--- src/rtl/txu_pkg.sv ---
package txu_pkg;
  // Strobes from control to datapath
  typedef struct packed {
    logic ldBase;    // latch base address, clear per-frame state
    logic rdCount;   // read byte-count word
    logic rdCtrl;    // read closing (control) word
    logic rdWord;    // read next data word
    logic capCount;  // capture count word from memory
    logic capCtrl;   // capture closing word, compute length
    logic capWord;   // capture data word, advance pointer
    logic sendByte;  // byte accepted by MAC
    logic selHi;     // present high byte of held word
  } txuStrobes_t;

  typedef enum logic [3:0] {
    S_IDLE, S_CNT_REQ, S_CNT_CAP, S_CTL_REQ, S_CTL_CAP,
    S_WRD_REQ, S_WRD_CAP, S_SEND_LO, S_SEND_HI, S_FIN, S_ERR
  } txuState_t;
endpackage

--- src/rtl/txu_datapath.sv ---
module txu_datapath
  import txu_pkg::*;
#(
  parameter int ADDR_W    = 12,
  parameter int MAX_COUNT = 1536,
  parameter int MIN_COUNT = 6,
  parameter int ODD_BIT   = 13,
  parameter int CRC_BIT   = 12
) (
  input  logic              clk,
  input  logic              rstN,
  input  txuStrobes_t       stb,
  input  logic [ADDR_W-1:0] baseAddr,
  input  logic              noCrcCfg,
  input  logic [15:0]       memRdData,
  output logic [ADDR_W-1:0] memAddr,
  output logic              lenBad,
  output logic              zeroLen,
  output logic              lastByte,
  output logic [7:0]        txData,
  output logic              crcAppend
);
  localparam int WORD_W      = 16;
  localparam int OVERHEAD    = 6;
  localparam int MAX_WORDS   = MAX_COUNT / 2;

  logic [ADDR_W-1:0] baseReg;
  logic [ADDR_W-1:0] wordPtr;
  logic [WORD_W-1:0] countEff;
  logic [WORD_W-1:0] wordReg;
  logic [WORD_W-1:0] bytesLeft;
  logic              crcBit;

  logic [WORD_W-1:0] countMasked;
  logic [WORD_W-1:0] nextLen;
  logic [ADDR_W-1:0] lastOff;

  assign countMasked = memRdData & ~WORD_W'(1);
  assign lenBad      = (countMasked > WORD_W'(MAX_COUNT)) ||
                       (countMasked < WORD_W'(MIN_COUNT));
  assign nextLen     = countEff - WORD_W'(OVERHEAD) + WORD_W'(memRdData[ODD_BIT]);
  assign zeroLen     = (nextLen == '0);
  assign lastOff     = ADDR_W'(countEff >> 1) - ADDR_W'(1);

  always_comb begin
    memAddr = wordPtr;
    if (stb.rdCount)     memAddr = baseReg + ADDR_W'(1);
    else if (stb.rdCtrl) memAddr = baseReg + lastOff;
  end

  always_ff @(posedge clk) begin
    if (!rstN) begin
      baseReg   <= '0;
      wordPtr   <= '0;
      countEff  <= '0;
      wordReg   <= '0;
      bytesLeft <= '0;
      crcBit    <= 1'b0;
    end else begin
      if (stb.ldBase) begin
        baseReg <= baseAddr;
        crcBit  <= 1'b0;
      end
      if (stb.capCount) countEff <= countMasked;
      if (stb.capCtrl) begin
        bytesLeft <= nextLen;
        crcBit    <= memRdData[CRC_BIT];
        wordPtr   <= baseReg + ADDR_W'(2);
      end
      if (stb.capWord) begin
        wordReg <= memRdData;
        wordPtr <= wordPtr + ADDR_W'(1);
      end
      if (stb.sendByte) bytesLeft <= bytesLeft - WORD_W'(1);
    end
  end

  assign lastByte  = (bytesLeft == WORD_W'(1));
  assign txData    = stb.selHi ? wordReg[15:8] : wordReg[7:0];
  assign crcAppend = !noCrcCfg || crcBit;

  // never accept a byte beyond the computed length
  assert_send_within_len_R4: assert property (@(posedge clk) disable iff (!rstN)
    stb.sendByte |-> bytesLeft != '0);
  // data reads stay inside the largest legal packet
  assert_word_in_window_R2: assert property (@(posedge clk) disable iff (!rstN)
    stb.rdWord |-> (ADDR_W'(wordPtr - baseReg) < ADDR_W'(MAX_WORDS)));
endmodule

--- src/rtl/txu_control.sv ---
module txu_control
  import txu_pkg::*;
(
  input  logic        clk,
  input  logic        rstN,
  input  logic        start,
  input  logic        txReady,
  input  logic        lenBad,
  input  logic        zeroLen,
  input  logic        lastByte,
  output txuStrobes_t stb,
  output logic        memRdEn,
  output logic        txValid,
  output logic        busy,
  output logic        done,
  output logic        lenErr
);
  txuState_t state, stateNext;

  always_comb begin
    stb       = '0;
    stateNext = state;
    unique case (state)
      S_IDLE: if (start) begin
        stb.ldBase = 1'b1;
        stateNext  = S_CNT_REQ;
      end
      S_CNT_REQ: begin
        stb.rdCount = 1'b1;
        stateNext   = S_CNT_CAP;
      end
      S_CNT_CAP: begin
        stb.capCount = 1'b1;
        stateNext    = lenBad ? S_ERR : S_CTL_REQ;
      end
      S_CTL_REQ: begin
        stb.rdCtrl = 1'b1;
        stateNext  = S_CTL_CAP;
      end
      S_CTL_CAP: begin
        stb.capCtrl = 1'b1;
        stateNext   = zeroLen ? S_FIN : S_WRD_REQ;
      end
      S_WRD_REQ: begin
        stb.rdWord = 1'b1;
        stateNext  = S_WRD_CAP;
      end
      S_WRD_CAP: begin
        stb.capWord = 1'b1;
        stateNext   = S_SEND_LO;
      end
      S_SEND_LO: if (txReady) begin
        stb.sendByte = 1'b1;
        stateNext    = lastByte ? S_FIN : S_SEND_HI;
      end
      S_SEND_HI: begin
        stb.selHi = 1'b1;
        if (txReady) begin
          stb.sendByte = 1'b1;
          stateNext    = lastByte ? S_FIN : S_WRD_REQ;
        end
      end
      S_FIN:   stateNext = S_IDLE;
      S_ERR:   stateNext = S_IDLE;
      default: stateNext = S_IDLE;
    endcase
  end

  always_ff @(posedge clk) begin
    if (!rstN) state <= S_IDLE;
    else       state <= stateNext;
  end

  assign memRdEn = stb.rdCount || stb.rdCtrl || stb.rdWord;
  assign txValid = (state == S_SEND_LO) || (state == S_SEND_HI);
  assign busy    = (state != S_IDLE);
  assign done    = (state == S_FIN) || (state == S_ERR);
  assign lenErr  = (state == S_ERR);

  // an illegal count leads straight to the error strobe
  assert_bad_len_errs_R6: assert property (@(posedge clk) disable iff (!rstN)
    (state == S_CNT_CAP && lenBad) |=> (lenErr && done && !txValid));
  // done lasts one cycle
  assert_done_pulse_R10: assert property (@(posedge clk) disable iff (!rstN)
    done |=> !done);
  // no memory traffic while a byte is presented
  assert_no_read_in_send_R3: assert property (@(posedge clk) disable iff (!rstN)
    txValid |-> !memRdEn);
endmodule

--- src/rtl/txu_top.sv ---
module txu_top
  import txu_pkg::*;
#(
  parameter int ADDR_W    = 12,
  parameter int MAX_COUNT = 1536,
  parameter int MIN_COUNT = 6,
  parameter int ODD_BIT   = 13,
  parameter int CRC_BIT   = 12
) (
  input  logic              clk,
  input  logic              rstN,
  input  logic              start,
  input  logic [ADDR_W-1:0] baseAddr,
  input  logic              noCrcCfg,
  output logic              memRdEn,
  output logic [ADDR_W-1:0] memAddr,
  input  logic [15:0]       memRdData,
  output logic              txValid,
  input  logic              txReady,
  output logic [7:0]        txData,
  output logic              txLast,
  output logic              crcAppend,
  output logic              busy,
  output logic              done,
  output logic              lenErr
);
  txuStrobes_t stb;
  logic lenBad, zeroLen, lastByte;

  txu_control ctrl_i (
    .clk(clk), .rstN(rstN), .start(start), .txReady(txReady),
    .lenBad(lenBad), .zeroLen(zeroLen), .lastByte(lastByte),
    .stb(stb), .memRdEn(memRdEn), .txValid(txValid),
    .busy(busy), .done(done), .lenErr(lenErr)
  );

  txu_datapath #(
    .ADDR_W(ADDR_W), .MAX_COUNT(MAX_COUNT), .MIN_COUNT(MIN_COUNT),
    .ODD_BIT(ODD_BIT), .CRC_BIT(CRC_BIT)
  ) dp_i (
    .clk(clk), .rstN(rstN), .stb(stb), .baseAddr(baseAddr),
    .noCrcCfg(noCrcCfg), .memRdData(memRdData), .memAddr(memAddr),
    .lenBad(lenBad), .zeroLen(zeroLen), .lastByte(lastByte),
    .txData(txData), .crcAppend(crcAppend)
  );

  assign txLast = txValid && lastByte;

  // presented byte holds while stalled
  assert_hold_on_stall_R8: assert property (@(posedge clk) disable iff (!rstN)
    (txValid && !txReady) |=> (txValid && $stable(txData) && $stable(txLast)));
  // nothing follows an accepted last byte
  assert_last_ends_frame_R5: assert property (@(posedge clk) disable iff (!rstN)
    (txValid && txReady && txLast) |=> !txValid);
endmodule

--- config.mk ---
export PLATFORM = sky130hd
export DESIGN_NAME = txu_top
export DESIGN_NICKNAME = d
export VERILOG_FILES = /design/src/rtl/txu_pkg.sv /design/src/rtl/txu_datapath.sv /design/src/rtl/txu_control.sv /design/src/rtl/txu_top.sv
export SDC_FILE = /design/constraint.sdc
export NUM_CORES = 1
export LEC_CHECK = 0
export BUFFER_PORTS_ARGS = -buffer_cell sky130_fd_sc_hd__buf_2
export CAP_MARGIN = 0
export CELL_PAD_IN_SITES_DETAIL_PLACEMENT = 1
export CELL_PAD_IN_SITES_GLOBAL_PLACEMENT = 1
export CORE_ASPECT_RATIO = 0.75
export CORE_UTILIZATION = 44
export DETAILED_ROUTE_END_ITERATION = 8
export GPL_ROUTABILITY_DRIVEN = 1
export GPL_TIMING_DRIVEN = 0
export PLACE_DENSITY_LB_ADDON = 0.05
export REMOVE_ABC_BUFFERS = 1
export SETUP_SLACK_MARGIN = 0.05
export SYNTH_ARGS = -nofsm -noshare
export SYNTH_HDL_FRONTEND = slang
export SYNTH_SLANG_ARGS = --single-unit
--- constraint.sdc ---
create_clock -name clk -period 5.5 [get_ports clk]
set_clock_uncertainty 0.05 [all_clocks]
set_input_delay 0.55 -clock clk [delete_from_list [all_inputs] [get_ports clk]]
set_output_delay 0.55 -clock clk [all_outputs]
set_load 0.03 [all_outputs]
# Word-level counts from Yosys, hierarchy flattened
# Index checks and enable logic that the tools add are counted.
[word_totals]
ff_bits = 76
out_inout_bits = 27
elab_cells = 75
[op_classes]
n_addsub = 8
order_cmp = 2
n_eq_ne = 14
n_mux = 28
reduce_logical = 16
[ops]
columns = ["operator", "n"]
rows = [
  ["$mux 12", 4],
  ["$pmux 4 s9", 1],
  ["$mux 16", 2],
  ["$add 12x1->12 const B", 2],
  ["$mux 4", 6],
  ["$add 16x1->16", 1],
  ["$eq 16x1->1 const B", 1],
  ["$eq 4x3->1 const B", 4],
  ["$gt 16x11->1 const B", 1],
  ["$logic_not 16->1", 1],
  ["$lt 16x3->1 const B", 1],
  ["$sub 16x1->16 const B", 1],
  ["$sub 16x3->16 const B", 1],
  ["$mux 1", 14],
  ["$add 12x12->12", 1],
  ["$add 12x2->12 const B", 1],
  ["$eq 4x4->1 const B", 3],
  ["$sub 12x1->12 const B", 1],
  ["$eq 4x2->1 const B", 2],
  ["$mux 8", 1],
  ["$logic_or 1x1->1", 6],
  ["$ne 2x2->1 const B", 3],
  ["$reduce_bool 2->1", 3],
  ["$eq 4x1->1 const B", 1],
  ["other kinds (6)", 6],
]

# Depth between registers and ports, before layout
[logic_depth]
word_depth = 5
depth_mapped = 11

# By module
# Synthesis repeated with hierarchy kept, for this count alone.
[hier_totals]
hier_cells = 686
area_unflattened_um2 = 5350.1
[modules_own_cells]
columns = ["mod", "instances", "cells_per_inst", "area_each_um2"]
rows = [
  ["txu_datapath", 1, 626, 4938.5],
  ["txu_control", 1, 59, 405.4],
  ["txu_top", 1, 1, 6.3],
]

# Worst setup path before layout
# Ideal clock, no wire load.
[synth_path]
path_type = "register to output"
start = "register dp_i.baseReg[1]"
end = "output memAddr[11]"
arrival_time_ns = 2.928
setup_slack_ns = 1.972
stages_incl_launch_ff = 12
path_buffers = 0
path_cell_list = "dfxtp_1 inv_1 ha_1 inv_1 ha_1 fa_1 a211oi_1 o21bai_1 a21oi_1 o21ai_0 mux2i_1 o21ai_0"
[synth_between]
elab_chain_len = 3
elab_cells_between_ends = 4
cone_classes = "add/sub (2); mux (2)"
[synth_lines]
columns = ["item", "line_no", "source"]
rows = [
  ["start, declared", "txu_datapath.sv:27", "logic [ADDR_W-1:0] baseReg;"],
  ["start signal, assigned", "txu_datapath.sv:61", "baseReg <= baseAddr;"],
  ["$add 12x12->12", "txu_datapath.sv:48", "else if (stb.rdCtrl) memAddr = baseReg + lastOff;"],
  ["$mux 12", "txu_datapath.sv:48", ""],
  ["$mux 12 *", "txu_datapath.sv:47", "if (stb.rdCount) memAddr = baseReg + ADDR_W'(1);"],
  ["end, declared", "txu_top.sv:16", "output logic [ADDR_W-1:0] memAddr,"],
]
# Mark *: on every way between the ends. The rest lies on a longest branch, timed or not.

# Final worst setup path
# Ends and elaborated chain as after synthesis.

==> flow_metrics.env <==
export IMPL_synth_top_area_share_pct=27.8
export IMPL_postSynthCellCount=734
export IMPL_crit_end="memAddr[11]"
export IMPL_gp_congestion=0.868
export IMPL_cts_setup_buffers=0
export IMPL_hold_viol_final=0
export IMPL_critPathArrivalTime_ns=3.47
export IMPL_totalWireLength_microns=17000
export IMPL_grt_max_degree=77
export IMPL_first_pass_iters=5
export IMPL_ys_flop_type="dfxtp_1"
export IMPL_critPathCaptureType="output pin"
export IMPL_vias=5325
export IMPL_regToRegEndpoint="dp_i.bytesLeft[5]"
export IMPL_syn_area_sq_um=5460
export IMPL_min_period_ns=4.07
export IMPL_netlist_top_cells_area="dfxtp_1 (28%), nand2_1 (9.5%), a21boi_0 (6.3%), ha_1 (6.2%), xnor2_1 (5.8%)"
export IMPL_status="finished, final reports clean"
export IMPL_max_freq_mhz=245
export IMPL_antenna_found_initial=0
export IMPL_cts_root_buf="clkbuf_16"
export IMPL_drv_slew=0
export IMPL_tritoncts="done"
export IMPL_cp_max_fo=9
export IMPL_rows=34
export IMPL_grt_overflow=0
export IMPL_postSynth_asyncResetShare_pct=0
export IMPL_worst_slew_pin_slew_ns=1.26
export IMPL_synth_area_per_cell_sq_um=7.44
export IMPL_p_leak_uw=0.00243
export IMPL_ios=60
export IMPL_layout_nets=821
export IMPL_antenna_left=0
export IMPL_cts_sinks=76
export IMPL_cts_buffers=9
export IMPL_die_area_sq_um=12900
export IMPL_crit_required_ns=4.90
export IMPL_portBuffers=59
export IMPL_rr_worst_depth=4
export IMPL_grt_use_total_pct=27.9
export IMPL_p_per_area_nw_per_um2=373
export IMPL_wl_per_cell_microns=18.3
export IMPL_cts_resized=0
export IMPL_rsz0062_at_grt="no"
export IMPL_via_per_inst=5.74
export IMPL_rrSetupSlack_ns=1.58
export IMPL_start_kind="flip-flop"
export IMPL_ys_ff_latch=76
export IMPL_worstSetupStartpoint="dp_i.baseReg[1]"
export IMPL_hpwl_microns=12600
export IMPL_irDropWorstVdd_mv=0.196
export IMPL_clk_latency_ns=0.34
export IMPL_drive_above_1_share_pct=13.6
export IMPL_layout_setup_ws_ns=1.43
export IMPL_ys_types=71
export IMPL_coreArea_sq_um=11800
export IMPL_fp_dieW_microns=131
export IMPL_synth_largest_area_cell="dfxtp_1"
export IMPL_first_iter_violations=263
export IMPL_layout_commonest_cell="nand2_1"
export IMPL_ctsHoldBuffers=0
export IMPL_clk_pin_slew_worst_paths_ns=0.06
export IMPL_antenna_cells=0
export IMPL_synth_seq_area_share_pct=27.8
export IMPL_max_cap_violations=0
export IMPL_reg2reg_from="ctrl_i.state[1]"
export IMPL_slew_headroom_pct=15.4
export IMPL_start_util_pct=46.2
export IMPL_ys_warnings_count=0
export IMPL_drc=0
export IMPL_min_period_over_period_pct=74.1
export IMPL_finalSetupViolations=0
export IMPL_hold_start="baseAddr[2]"
export IMPL_synth_edff_count=0
export IMPL_critical_path_class="flip-flop to output pin"
export IMPL_cts_htree_levels=3
export IMPL_grt_pass1_vias=5296
export IMPL_fill_cells=1527
export IMPL_area_growth_syn_to_layout_pct=12.1
export IMPL_fp_dieH_microns=98.5
export IMPL_final_cell_mix="nand2_1 (139), dfxtp_1 (75), buf_2 (59)"
export IMPL_setup_tns_ns=0
export IMPL_dp_worst_setup_slack_ns=1.67
export IMPL_grt_first_pass_wirelength_microns=27700
export IMPL_cts_buffer_depth=2
export IMPL_hold_path_class="primary input to flip-flop"
## stage by stage
step	power [uW]	utilization, %	instance area, sq um	hold slack, ns	std cells
finish	2280	51.8	6130	0.413	927
global route	2440	51.8	6130	0.420	927
CTS	2290	51.8	6120	0.405	927
detailed placement	1630	49.0	5790	0.412	911
global placement	1590	48.7	5760	0.402	910
floorplan	1360	-	5260	0.390	689
## kinds of logic (layout without fill, tap and decap cells)
kind of cell,after synthesis,count (layout),share of synthesized area [%]
buffers and inverters,97,128,7.30
AOI/OAI and AO/OA,182,182,22.6
adders and majority gates,28,28,6.55
DFF,76,76,27.8
xor gates and xnor gates,37,37,5.93
muxes,17,17,3.32
and+or+nand+nor,297,297,26.4
## worst min path at each step
stage / endpoint / slack (ns) / cells past startpoint
floorplan: dp_i.wordReg[10] / 0.39 / 2
global placement: dp_i.wordReg[11] / 0.40 / 2
global route: dp_i.baseReg[1] / 0.42 / 3
CTS: dp_i.baseReg[2] / 0.40 / 3
finish: dp_i.baseReg[2] / 0.41 / 3
detailed placement: dp_i.wordReg[15] / 0.41 / 2
## routing by layer
metal | global-route usage (%) | wire length, microns | part of all wire (%) | vias up
met1 | 39.9 | 8510 | 50 | 2581
li1 | - | - | - | 2593
met2 | 42.7 | 7450 | 44 | 135
met4 | 5.66 | 173 | 1.0 | 0
met5 | 0 | 0 | 0 | -
met3 | 6.30 | 858 | 5.0 | 16
## synth_stat cells (all sizes together) (3+ instances only)
library cell  number
mux2               9
and4               3
o221ai             3
a21boi            46
a21oi             39
o22ai              3
or2                3
nand3             18
clkbuf            34
a31oi              6
nor2b              6
or4                3
inv               52
nor3              19
o31ai              4
buf               11
nand2b             6
mux2i              8
dfxtp             76
o21ai             28
o211ai             9
o21a               8
a211oi             7
a21o               4
and3              11
nand2            139
nor2              45
ha                27
nand4              4
or3                4
a22oi              3
xnor2             36
nor3b              8
and2               7
nor4               9
## report_power, final
part	leakage, uW	total (uW)	internal (uW)	switching [uW]
Combinational	0.00166	902	364	538
Clock	0.000152	652	411	241
Sequential	0.000617	730	610	120
## critical path: stages (launching register included)
cell and delay [ns]:
dfxtp_1 0.56, inv_1 0.08, ha_1 0.28, inv_1 0.04
ha_1 0.21, fa_1 0.46, a211oi_1 0.31, o21bai_1 0.16
a21oi_1 0.26, o21ai_0 0.15, mux2i_1 0.15, o21ai_0 0.22
buf_2 0.24
## sequential cells by signal, summed over array words and instances, names as in the netlist
name	flops
dp_i.bytesLeft	16
dp_i.wordReg	16
dp_i.countEff	15
dp_i.baseReg	12
dp_i.wordPtr	12
ctrl_i.state	4
dp_i.crcBit	1
## cell type report
| class | count | area, sq um | area share (%) |
|---|---|---|---|
| multi-input cells | 561 | 3570 | 58.3 |
| clock buffers | 11 | 243 | 3.96 |
| well taps | 162 | 203 | 3.31 |
| flip-flops and latches | 76 | 1520 | 24.9 |
| inverters | 52 | 195 | 3.19 |
| repair buffers | 60 | 310 | 5.07 |
| clock inverters | 5 | 83.8 | 1.37 |
(Power assumes the default switching activity.)
